<file path="config.mk">
export PLATFORM = sky130hd
export DESIGN_NAME = aux_xfer_seq
export DESIGN_NICKNAME = d
export VERILOG_FILES = /design/src/rtl/aux_seq_pkg.sv /design/src/rtl/aux_wait_timer.sv /design/src/rtl/aux_chunk_buf.sv /design/src/rtl/aux_xfer_seq.sv
export SDC_FILE = /design/constraint.sdc
export NUM_CORES = 1
export LEC_CHECK = 0
export ABC_AREA = 1
export ABC_CLOCK_PERIOD_IN_PS = 2080
export BUFFER_PORTS_ARGS = -buffer_cell sky130_fd_sc_hd__buf_2
export CORE_MARGIN = 2
export CORE_UTILIZATION = 25
export CTS_CLUSTER_SIZE = 28
export DETAILED_ROUTE_END_ITERATION = 10
export GPL_ROUTABILITY_DRIVEN = 0
export PLACE_DENSITY = 0.48
export SLEW_MARGIN = 10
export SYNTH_ARGS = -nofsm -noshare
export SYNTH_HDL_FRONTEND = slang
export SYNTH_SLANG_ARGS = --single-unit
</file>
<file path="constraint.sdc">
create_clock -name clk -period 2.08 [get_ports clk]
set_clock_uncertainty 0.15 [all_clocks]
set_input_delay 0.104 -clock clk [delete_from_list [all_inputs] [get_ports clk]]
set_output_delay 0.104 -clock clk [all_outputs]
set_load 0.05 [all_outputs]
</file>
<file path="src/rtl/aux_seq_pkg.sv">
// Package: shared state encoding and command word builder for the
// AUX transfer sequencer. Assumes pieces of at most 16 bytes, so that
// the length minus one fits the 4-bit command length field.
package aux_seq_pkg;

    localparam int CMD_W          = 8;
    localparam int CMD_NATIVE_BIT = 3;
    localparam int CMD_READ_BIT   = 0;
    localparam int CMD_LEN_LSB    = 4;

    typedef enum logic [3:0] {
        S_IDLE,
        S_CHUNK,
        S_FILL,
        S_CLR,
        S_ADDR,
        S_LOAD,
        S_GO,
        S_WAIT_EN,
        S_WAIT_RP,
        S_FAIL,
        S_COPY,
        S_ADV
    } seq_state_t;

    // Build the channel command word from the direction and the piece length (1..16).
    function automatic logic [CMD_W-1:0] make_cmd(input logic is_read, input logic [4:0] plen);
        logic [CMD_W-1:0] w;
        logic [4:0]       lm1;
        w   = '0;
        lm1 = plen - 5'd1;
        w[CMD_NATIVE_BIT] = 1'b1;
        w[CMD_READ_BIT]   = is_read;
        w[CMD_LEN_LSB +: 4] = lm1[3:0];
        return w;
    endfunction

endpackage

</file>
<file path="src/rtl/aux_wait_timer.sv">
// Module: aux_wait_timer
// Counts the consecutive cycles for which `run` is high and flags
// `expired` in the cycle where that count reaches LIMIT. Any cycle with
// `run` low restarts the count. Assumes LIMIT >= 1.
module aux_wait_timer #(
    parameter int LIMIT = 100
) (
    input  logic clk,
    input  logic rst_n,
    input  logic run,
    output logic expired
);
    localparam int CNT_W = $clog2(LIMIT + 1);

    logic [CNT_W-1:0] cnt;

    // Count the cycles of the current wait and restart when it ends.
    always_ff @(posedge clk) begin
        if (!rst_n) begin
            cnt <= '0;
        end else if (run) begin
            cnt <= cnt + CNT_W'(1);
        end else begin
            cnt <= '0;
        end
    end

    assign expired = run && (cnt == CNT_W'(LIMIT - 1));

endmodule

</file>
<file path="src/rtl/aux_chunk_buf.sv">
// Module: aux_chunk_buf
// Small register file that holds one piece of write data, so that a
// retried attempt can reload the channel buffer without asking the host
// again. One synchronous write port and one combinational read port.
module aux_chunk_buf #(
    parameter int DEPTH  = 16,
    parameter int DATA_W = 8
) (
    input  logic                     clk,
    input  logic                     rst_n,
    input  logic                     we,
    input  logic [$clog2(DEPTH)-1:0] waddr,
    input  logic [DATA_W-1:0]        wdata,
    input  logic [$clog2(DEPTH)-1:0] raddr,
    output logic [DATA_W-1:0]        rdata
);
    logic [DATA_W-1:0] mem [DEPTH];

    // Hold the piece bytes; each entry is written once per piece.
    generate
        for (genvar g = 0; g < DEPTH; g++) begin : g_ent
            always_ff @(posedge clk) begin
                if (!rst_n) begin
                    mem[g] <= '0;
                end else if (we && (waddr == g)) begin
                    mem[g] <= wdata;
                end
            end
        end
    endgenerate

    assign rdata = mem[raddr];

endmodule

</file>
<file path="src/rtl/aux_xfer_seq.sv">
// Module: aux_xfer_seq
// Splits a native AUX read or write into pieces of at most CHUNK bytes
// and runs each piece as a channel transaction. A piece is retried up
// to MAX_TRIES times. An attempt fails on an enable timeout, a reply
// timeout, a reply error flag or a nonzero reply status. Address and
// host byte position advance only after a successful piece.
// Assumes the channel keeps ch_buf_rdata combinational on ch_buf_idx
// and that ch_err / ch_status are valid in the cycle of ch_reply.
module aux_xfer_seq
    import aux_seq_pkg::*;
#(
    parameter int CHUNK      = 16,
    parameter int MAX_TRIES  = 10,
    parameter int LEN_W      = 16,
    parameter int EN_TIMEOUT = 2000,
    parameter int RP_TIMEOUT = 1000
) (
    input  logic        clk,
    input  logic        rst_n,
    input  logic        start,
    input  logic [19:0] req_addr,
    input  logic [15:0] req_len,
    input  logic        req_write,
    input  logic [7:0]  wdata,
    input  logic        wdata_valid,
    output logic        wdata_ready,
    output logic [7:0]  rdata,
    output logic        rdata_valid,
    output logic        busy,
    output logic        done,
    output logic        err,
    output logic [7:0]  ch_cmd,
    output logic [7:0]  ch_addr_lo,
    output logic [7:0]  ch_addr_mid,
    output logic [3:0]  ch_addr_hi,
    output logic        ch_addr_we,
    output logic        ch_buf_clr,
    output logic        ch_buf_we,
    output logic [3:0]  ch_buf_idx,
    output logic [7:0]  ch_buf_wdata,
    input  logic [7:0]  ch_buf_rdata,
    output logic        ch_go,
    input  logic        ch_en_busy,
    input  logic        ch_reply,
    input  logic        ch_err,
    input  logic [3:0]  ch_status
);
    localparam int ADDR_W = 20;
    localparam int IDX_W  = $clog2(CHUNK);
    localparam int CLEN_W = $clog2(CHUNK + 1);
    localparam int TRY_W  = $clog2(MAX_TRIES);

    seq_state_t        state;
    logic [ADDR_W-1:0] cur_addr;
    logic [LEN_W-1:0]  remain;
    logic [CLEN_W-1:0] clen;
    logic [CLEN_W-1:0] bcnt;
    logic [TRY_W-1:0]  tries;
    logic              is_rd;
    logic              done_q;
    logic              err_q;
    logic [7:0]        rdata_q;
    logic              rdv_q;
    logic [7:0]        addr_lo_q;
    logic [7:0]        addr_mid_q;
    logic [3:0]        addr_hi_q;

    logic              last_byte;
    logic [CLEN_W-1:0] next_clen;
    logic              en_exp;
    logic              rp_exp;
    logic              reply_bad;
    logic              st_we;
    logic [7:0]        st_rdata;

    // Length of the next piece: a full piece or whatever remains.
    always_comb begin
        if (remain >= LEN_W'(CHUNK)) begin
            next_clen = CLEN_W'(CHUNK);
        end else begin
            next_clen = remain[CLEN_W-1:0];
        end
    end

    assign last_byte = (bcnt == clen - CLEN_W'(1));
    assign reply_bad = ch_err || (ch_status != 4'd0);
    assign st_we     = (state == S_FILL) && wdata_valid;

    aux_wait_timer #(.LIMIT(EN_TIMEOUT)) u_en_timer (
        .clk     (clk),
        .rst_n   (rst_n),
        .run     (state == S_WAIT_EN),
        .expired (en_exp)
    );

    aux_wait_timer #(.LIMIT(RP_TIMEOUT)) u_rp_timer (
        .clk     (clk),
        .rst_n   (rst_n),
        .run     (state == S_WAIT_RP),
        .expired (rp_exp)
    );

    aux_chunk_buf #(.DEPTH(CHUNK), .DATA_W(8)) u_store (
        .clk   (clk),
        .rst_n (rst_n),
        .we    (st_we),
        .waddr (bcnt[IDX_W-1:0]),
        .wdata (wdata),
        .raddr (bcnt[IDX_W-1:0]),
        .rdata (st_rdata)
    );

    // Sequencer: piece setup, attempt steps, outcome classification and advance.
    always_ff @(posedge clk) begin
        if (!rst_n) begin
            state    <= S_IDLE;
            cur_addr <= '0;
            remain   <= '0;
            clen     <= '0;
            bcnt     <= '0;
            tries    <= '0;
            is_rd    <= 1'b0;
            done_q   <= 1'b0;
            err_q    <= 1'b0;
            rdata_q  <= '0;
            rdv_q    <= 1'b0;
        end else begin
            done_q <= 1'b0;
            err_q  <= 1'b0;
            rdv_q  <= 1'b0;
            unique case (state)
                S_IDLE: begin
                    if (start) begin
                        if (req_len == 16'd0) begin
                            done_q <= 1'b1;
                        end else begin
                            cur_addr <= req_addr;
                            remain   <= LEN_W'(req_len);
                            is_rd    <= !req_write;
                            state    <= S_CHUNK;
                        end
                    end
                end
                S_CHUNK: begin
                    clen  <= next_clen;
                    tries <= '0;
                    bcnt  <= '0;
                    state <= is_rd ? S_CLR : S_FILL;
                end
                S_FILL: begin
                    if (wdata_valid) begin
                        if (last_byte) begin
                            bcnt  <= '0;
                            state <= S_CLR;
                        end else begin
                            bcnt <= bcnt + CLEN_W'(1);
                        end
                    end
                end
                S_CLR: begin
                    bcnt  <= '0;
                    state <= S_ADDR;
                end
                S_ADDR: begin
                    state <= is_rd ? S_GO : S_LOAD;
                end
                S_LOAD: begin
                    if (last_byte) begin
                        bcnt  <= '0;
                        state <= S_GO;
                    end else begin
                        bcnt <= bcnt + CLEN_W'(1);
                    end
                end
                S_GO: begin
                    state <= S_WAIT_EN;
                end
                S_WAIT_EN: begin
                    if (!ch_en_busy) begin
                        state <= S_WAIT_RP;
                    end else if (en_exp) begin
                        state <= S_FAIL;
                    end
                end
                S_WAIT_RP: begin
                    if (ch_reply) begin
                        if (reply_bad) begin
                            state <= S_FAIL;
                        end else if (is_rd) begin
                            bcnt  <= '0;
                            state <= S_COPY;
                        end else begin
                            state <= S_ADV;
                        end
                    end else if (rp_exp) begin
                        state <= S_FAIL;
                    end
                end
                S_FAIL: begin
                    if (tries == TRY_W'(MAX_TRIES - 1)) begin
                        err_q <= 1'b1;
                        state <= S_IDLE;
                    end else begin
                        tries <= tries + TRY_W'(1);
                        state <= S_CLR;
                    end
                end
                S_COPY: begin
                    rdata_q <= ch_buf_rdata;
                    rdv_q   <= 1'b1;
                    if (last_byte) begin
                        bcnt  <= '0;
                        state <= S_ADV;
                    end else begin
                        bcnt <= bcnt + CLEN_W'(1);
                    end
                end
                S_ADV: begin
                    cur_addr <= cur_addr + ADDR_W'(clen);
                    remain   <= remain - LEN_W'(clen);
                    if (remain == LEN_W'(clen)) begin
                        done_q <= 1'b1;
                        state  <= S_IDLE;
                    end else begin
                        state <= S_CHUNK;
                    end
                end
                default: state <= S_IDLE;
            endcase
        end
    end

    // Address field registers, loaded in the address step of each attempt.
    always_ff @(posedge clk) begin
        if (!rst_n) begin
            addr_lo_q  <= '0;
            addr_mid_q <= '0;
            addr_hi_q  <= '0;
        end else if (state == S_ADDR) begin
            addr_lo_q  <= cur_addr[7:0];
            addr_mid_q <= cur_addr[15:8];
            addr_hi_q  <= cur_addr[19:16];
        end
    end

    assign busy         = (state != S_IDLE);
    assign done         = done_q;
    assign err          = err_q;
    assign wdata_ready  = (state == S_FILL);
    assign rdata        = rdata_q;
    assign rdata_valid  = rdv_q;
    assign ch_cmd       = make_cmd(is_rd, clen);
    assign ch_addr_lo   = addr_lo_q;
    assign ch_addr_mid  = addr_mid_q;
    assign ch_addr_hi   = addr_hi_q;
    assign ch_addr_we   = (state == S_ADDR);
    assign ch_buf_clr   = (state == S_CLR);
    assign ch_buf_we    = (state == S_LOAD);
    assign ch_buf_idx   = bcnt[IDX_W-1:0];
    assign ch_buf_wdata = st_rdata;
    assign ch_go        = (state == S_GO);

endmodule

</file>
## After elaboration in Yosys (flattened, before gate mapping)

Memory sizes are Yosys's and may differ from the RTL's. A register that Yosys moved wholly into a read port is not among the register bits.
Index checks and enable logic that the tools add are counted.

- Memory bits (read-only): 0
- Memories kept: 1
- Output and inout bits: 57
- Input bits: 64
- Bits in latches: 0
- Word-level logic and storage cells: 229
- Register bits after elaboration: 107
- Memory bits (writable): 128

- Reductions and logical operators: 39
- Add/subtract/negate cells: 7
- Equality and inequality tests: 43
- Bitwise logic cells: 17
- Muxes and demuxes: 105
- Magnitude comparators: 1
- Div/mod/pow operators: 0
- Multiply operators: 0
- Shift operators: 0

Memories:

| memory | depth | bits a word | rd ports | clocked after Yosys merged registers in | write ports | RTL line | RTL |
|---|---|---|---|---|---|---|---|
| u_store.mem | 16 | 8 | 1 | 1 | 16 | aux_chunk_buf.sv:17 | `logic [DATA_W-1:0] mem [DEPTH];` |

Operator list:

| operator | count |
|---|---|
| $mux 8 | 16 |
| $mux 1 | 57 |
| $eq 4x4->1 const B | 13 |
| $mux 4 | 13 |
| $pmux 4 s12 | 1 |
| $mux 20 | 2 |
| $pmux 20 s2 | 1 |
| $eq 4x3->1 const B | 8 |
| $mux 16 | 2 |
| $pmux 16 s2 | 1 |
| $mux 5 | 6 |
| $add 20x5->20 | 1 |
| $pmux 5 s4 | 1 |
| $logic_and 1x1->1 | 19 |
| $eq 16x5->1 | 1 |
| $eq 4x2->1 const B | 4 |
| $ge 16x5->1 const B | 1 |
| $logic_not 16->1 | 1 |
| $ne 2x2->1 const B | 8 |
| $or 1x1->1 | 16 |
| $sub 16x5->16 | 1 |
| $reduce_bool 4->1 | 3 |
| $add 11x1->11 const B | 1 |
| $eq 11x11->1 const B | 1 |
| 22 further kinds | 34 |

## Longest topological paths before layout

- Depth in word-level cells: 7
- Depth in mapped cells: 13
- Gate-level depth less buffers: 13

## Hierarchy

Synthesis repeated with hierarchy kept, for this count alone.

- Cell total of the unflattened synthesis: 1712
- Area total of the unflattened synthesis: 12669.7 µm²

Modules (own cells, without submodules):

| module | cells an instance | area each (µm²) | times used | sequential area each (µm²) |
|---|---|---|---|---|
| aux_chunk_buf | 723 | 6277.3 | 1 | 3843.7 |
| aux_xfer_seq | 861 | 5460.2 | 1 | 1721.7 |
| aux_wait_timer (u_en_timer) | 66 | 488.0 | 1 | 220.2 |
| aux_wait_timer (u_rp_timer) | 62 | 444.2 | 1 | 200.2 |

## Worst setup path after synthesis

Ideal clock, no wire load.

- Kind: reg2reg
- From: register clen[0]
- To: register state[2]
- Path buffers: 0
- Data required time: 1812 ps
- Setup slack: -299 ps
- Cell stages (with the launch flop): 14
- Setup time: 118 ps
- Arrival: 2110 ps
- Period minus slack after synthesis: 2379 ps
- Cells stage by stage: dfxtp_1 inv_1 ha_1 inv_1 nand2_1 nand2_1 nand2_1 nand3_1 nor2_1 nand2_1 nand2_1 nand3b_1 nand2_1 nor2_1

- Cells in the longest elaborated chain, start to end: 4
- Elaborated cells on any way between the ends: 6
- Those cells by class: add/sub: 1; eq/ne: 4; reduce/logical: 1

Ends and longest elaborated chain:

| what | RTL line | RTL |
|---|---|---|
| from (decl) | aux_xfer_seq.sv:56 | `logic [CLEN_W-1:0] clen;` |
| from (signal assigned) | aux_xfer_seq.sv:145 | `clen <= next_clen;` |
| $sub 5x1->5 * | -- |  |
| net ch_cmd[4] | aux_xfer_seq.sv:32 | `output logic [7:0] ch_cmd,` |
| $eq 5x5->1 * | aux_xfer_seq.sv:85 | `assign last_byte = (bcnt == clen - CLEN_W'(1));` |
| $ne 2x2->1 (no line) / $ne 2x1->1 (equally long branches) | -- |  |
| $reduce_and 8->1 (no line) * | -- |  |
| to (signal assigned) | aux_xfer_seq.sv:148 | `state <= is_rd ? S_CLR : S_FILL;` |
| to (signal assigned) | aux_xfer_seq.sv:165 | `state <= is_rd ? S_GO : S_LOAD;` |
| to (decl) | aux_xfer_seq.sv:53 | `seq_state_t state;` |

Mark *: on every way through the listed nets, which the timed path passes. The rest lies on a longest branch.
A chain may end at the register's enable or synchronous reset.

==> impl_metrics.yaml <==
global_routing:
  congestion_overflow_gr: 0
  global_route_wire_length_before_repair_mm: 57.78
  grt_antenna_before_repair: 0
  grt_util_all_layers: 0.1433
  number_of_global_route_vias_before_repair: 10450
  pin_count_of_the_biggest_net_entering_global_routing: 51
worst_setup_path:
  critical_path.slowest_cell: "sky130_fd_sc_hd__dfxtp_4"
  reg2reg_slack_ns: 0.08
  worst_setup_path_endpoint: "ch_buf_wdata[6]"
  crit_path_cell_trace: "buf_12 > mux2i_1 > o21ai_1 > o211ai_1 > nand2_2 > buf_6"
  reg2reg_to: "remain[14]"
  setup_crit_path_kind: "reg -> out"
  worstRegToRegCells: 12
  critical_path.reg2reg.startpoint: "clen[0]"
  crit_required_ns: 1.83
  path_max_fanout: 9
  timing.critical_path.depth: 6
  timing.critical_path.slowest_cell_delay_ns: 0.43
  timing.critical_path.buf_inv: 2
  critical_path_s_top_delay_family: "flip-flops"
  worstPathArrival_ns: 2.07
  crit_path_start_kind: "register"
  critical_path.endpoint_type: "output pin"
timing:
  timing.final.hold_violations: 0
  worst-slew-pin-transition_ns: 0.7256
  final_critical_path_setup_slack_ns: -0.2417
  unrepaired_setup_endpoints_after_global_routing: "yes"
  timing.final.max_slew_violations: 0
  fmax_mhz: 430.7
  timing.final.setup_violations: 8
  final.min_clock_period_ns: 2.322
  final.period_utilization: 1.116
  setup_total_negative_slack_ns: -1.667
  relSlewSlack: 0.5157
cts:
  clock_tree_from_tritoncts: "built"
  cts.sinks: 239
  tritoncts.num_buffers: 28
  cts.reportedPaths.clkPinSlew_ns: 0.06
  clk-insertion-delay-late_ns: 0.56
  ctsLongestPathBuffers: 3
  htree_num_levels: 1
  cts-root-buf: "sky130_fd_sc_hd__clkbuf_16"
layout:
  number_of_fill_cells_in_the_layout: 5070
  final_net_count: 1828
  antennaDiodeCount: 0
  final_layout_size_suffix_gt1_frac: 0.1936
  multi_input_area_um2: 5420
  layout_area_overhead_pct: 29.24
  finalNonFillerCells: 2376
  layout.cells.most_common_list: "sky130_fd_sc_hd__nor2_1, sky130_fd_sc_hd__nand2_1, sky130_fd_sc_hd__inv_1, sky130_fd_sc_hd__edfxtp_1, sky130_fd_sc_hd__buf_2"
  register_area_um2: 6086
  most_common_cell_after_layout_fill_and_taps_aside: "sky130_fd_sc_hd__nor2_1"
synth:
  synthMuxAreaShare: 0.02707
  synth_compound_gate_area_share: 0.1236
  ys.warnings.count: 0
  syn_area_per_cell_um2: 8.053
  ys.flop_type: "sky130_fd_sc_hd__edfxtp_1"
  synth-simple-area-share: 0.2444
  mappedNetlistArea_um2: 12200
  flop_and_latch_count_out_of_synthesis: 239
  synthXorXnorAreaFrac: 0.007179
  synthDistinctLibCells: 43
  syn-instance-count: 1515
  synth_fa_ha_area_frac: 0.02277
  synth_sequential_area_ratio: 0.4972
  synth_top_family_by_area: "simple AND/OR/NAND/NOR gates"
  synth_edf_count: 128
  postSynth.asyncResetShare: 0
floorplanning:
  placement_rows: 80
  floorplan.die_area_um2: 50580
  floorplan.initialDensity: 0.2545
  floorplan.die.width_um: 224.9
  num_io_pins: 121
  area_of_the_core_um2: 47950
  die_h_um: 224.9
placement:
  preCtsSetupSlack_ns: -0.03086
  port_buffer_count: 117
  dp_cells: 2259
  detailedPlacementHpwl_mm: 25.11
status:
  outcome: "finished with violations"
  violations: "negative setup slack"
detailed_routing:
  detailed_router_iteration_count_before_antenna_repair: 5
  vias_per_cell: 4.571
  antenna_left: 0
  detail_route.wirelength_mm: 36.26
  num_vias: 10860
  wire_per_inst_um: 15.26
  route.detailed.drc: 0
  initialDrtViolationCount: 633
flow_run:
  maxCapViolCount: 0
power:
  power_per_cell_area_nw_per_um2: 1152
  p_leak_nw: 6.599
  peakVddDrop_mv: 0.7384
min_path:
  hp-class: "in -> reg"
-- cell type report --
class                           instances  area share
Clock buffer                           38     0.04999
Clock inverter                         10    0.005158
Tap cell                              615     0.04880
Sequential cell                       239      0.3860
Multi-Input combinational cell       1048      0.3438
Inverter                              161     0.03857
Timing Repair Buffer                  265      0.1278
-- power breakdown --
| part | total (mW) | leakage [nW] | internal [mW] | switching (mW) |
|---|---|---|---|---|
| clock | 4.73 | 0.430 | 2.75 | 1.98 |
| sequential | 5.98 | 2.23 | 5.51 | 0.477 |
| combinational | 7.46 | 3.94 | 2.70 | 4.75 |
-- metrics by stage --
stage	total power, mW	utilization	hold slack (ns)	area, um^2
global route	19.35	0.3289	0.07768	15770
CTS	18.06	0.3239	0.03210	15530
floorplan	10.74	-	0.08895	12230
detailed placement	12.69	0.2898	0.1880	13900
global placement	12.69	0.2898	0.1771	13900
finish	18.17	0.3289	0.05037	15770
-- timing repair --
| item | in CTS | in global routing |
|---|---|---|
| endpoints found under the hold margin | 137 | 0 |
| pin swaps | 15 | 21 |
| setup buffers | 5 | 7 |
| gates resized for setup | 61 | 63 |
| cloned | 2 | 0 |
| hold buffers | 55 | 0 |
| endpoints found under the setup margin | 15 | 131 |
-- cells by family after synthesis --
| family | Yosys count |
|---|---|
| compound gates | 277 |
| xor+xnor | 10 |
| fa+ha+maj | 21 |
| buf+inv | 229 |
| flops | 239 |
| mux | 33 |
| other cells | 2 |
| simple gates | 704 |
-- Yosys cell counts (5+ instances only) --
cell / number / area, um^2
sky130_fd_sc_hd__a21oi_1: 91 / 455.4
sky130_fd_sc_hd__buf_2: 9 / 45.04
sky130_fd_sc_hd__buf_4: 13 / 97.59
sky130_fd_sc_hd__clkbuf_1: 39 / 146.4
sky130_fd_sc_hd__clkinv_1: 5 / 18.77
sky130_fd_sc_hd__dfxtp_1: 111 / 2222
sky130_fd_sc_hd__edfxtp_1: 128 / 3844
sky130_fd_sc_hd__ha_1: 19 / 237.7
sky130_fd_sc_hd__inv_1: 148 / 555.5
sky130_fd_sc_hd__inv_2: 8 / 30.03
sky130_fd_sc_hd__mux2i_1: 33 / 330.3
sky130_fd_sc_hd__nand2_1: 253 / 949.7
sky130_fd_sc_hd__nand3_1: 86 / 430.4
sky130_fd_sc_hd__nand3_2: 12 / 120.1
sky130_fd_sc_hd__nand3b_1: 7 / 52.55
sky130_fd_sc_hd__nand4_1: 12 / 75.07
sky130_fd_sc_hd__nor2_1: 303 / 1137
sky130_fd_sc_hd__nor2_2: 5 / 31.28
sky130_fd_sc_hd__nor3_1: 7 / 35.03
sky130_fd_sc_hd__o211ai_1: 35 / 262.8
sky130_fd_sc_hd__o21ai_0: 130 / 650.6
sky130_fd_sc_hd__o21ai_1: 10 / 50.05
sky130_fd_sc_hd__or2_2: 5 / 31.28
sky130_fd_sc_hd__xor2_1: 7 / 61.31
-- how the worst min path moves through the flow --
stage                                    to       startpoint  depth (start not counted)
after floorplan                    rdata[0]  ch_buf_rdata[0]                          2
after global placement             rdata[5]  ch_buf_rdata[5]                          3
after detailed placement           rdata[6]  ch_buf_rdata[6]                          3
after CTS                 u_store.mem[3][2]         wdata[2]                          3
after global routing      u_store.mem[1][2]         wdata[2]                          3
final                     u_store.mem[3][2]         wdata[2]                          3
-- flip-flops by register name, summed over array words and instances (netlist names), named ones only --
register / flops
cur_addr: 20
ch_addr_lo: 8
bcnt: 5
clen: 5
rdata: 8
err: 1
remain: 16
is_rd: 1
u_store.mem: 128
ch_addr_mid: 8
state: 4
done: 1
u_rp_timer.cnt: 10
u_en_timer.cnt: 11
tries: 4
rdata_valid: 1
ch_addr_hi: 4
-- worst register-to-register path, cell delays in order, from the launching register on --
cell and delay (ns):
sky130_fd_sc_hd__dfxtp_4 0.36, sky130_fd_sc_hd__buf_4 0.13, sky130_fd_sc_hd__ha_2 0.18, sky130_fd_sc_hd__fa_2 0.39, sky130_fd_sc_hd__nor2_4 0.11, sky130_fd_sc_hd__nor2_2 0.06
sky130_fd_sc_hd__nor2_4 0.15, sky130_fd_sc_hd__nor2_2 0.08, sky130_fd_sc_hd__nand2_1 0.06, sky130_fd_sc_hd__nand2_1 0.04, sky130_fd_sc_hd__nand3_1 0.06, sky130_fd_sc_hd__nand2_1 0.05
sky130_fd_sc_hd__a21oi_1 0.13
-- routing by layer --
metal / wire (um) / global-route usage / vias up
met5: 0 / 0 / -
met4: 674 / 0.03119 / 0
li1: - / - / 5477
met1: 17300 / 0.1983 / 5105
met2: 16160 / 0.2276 / 235
met3: 2127 / 0.03272 / 43
No activity file was read; power rests on OpenSTA's default activity.
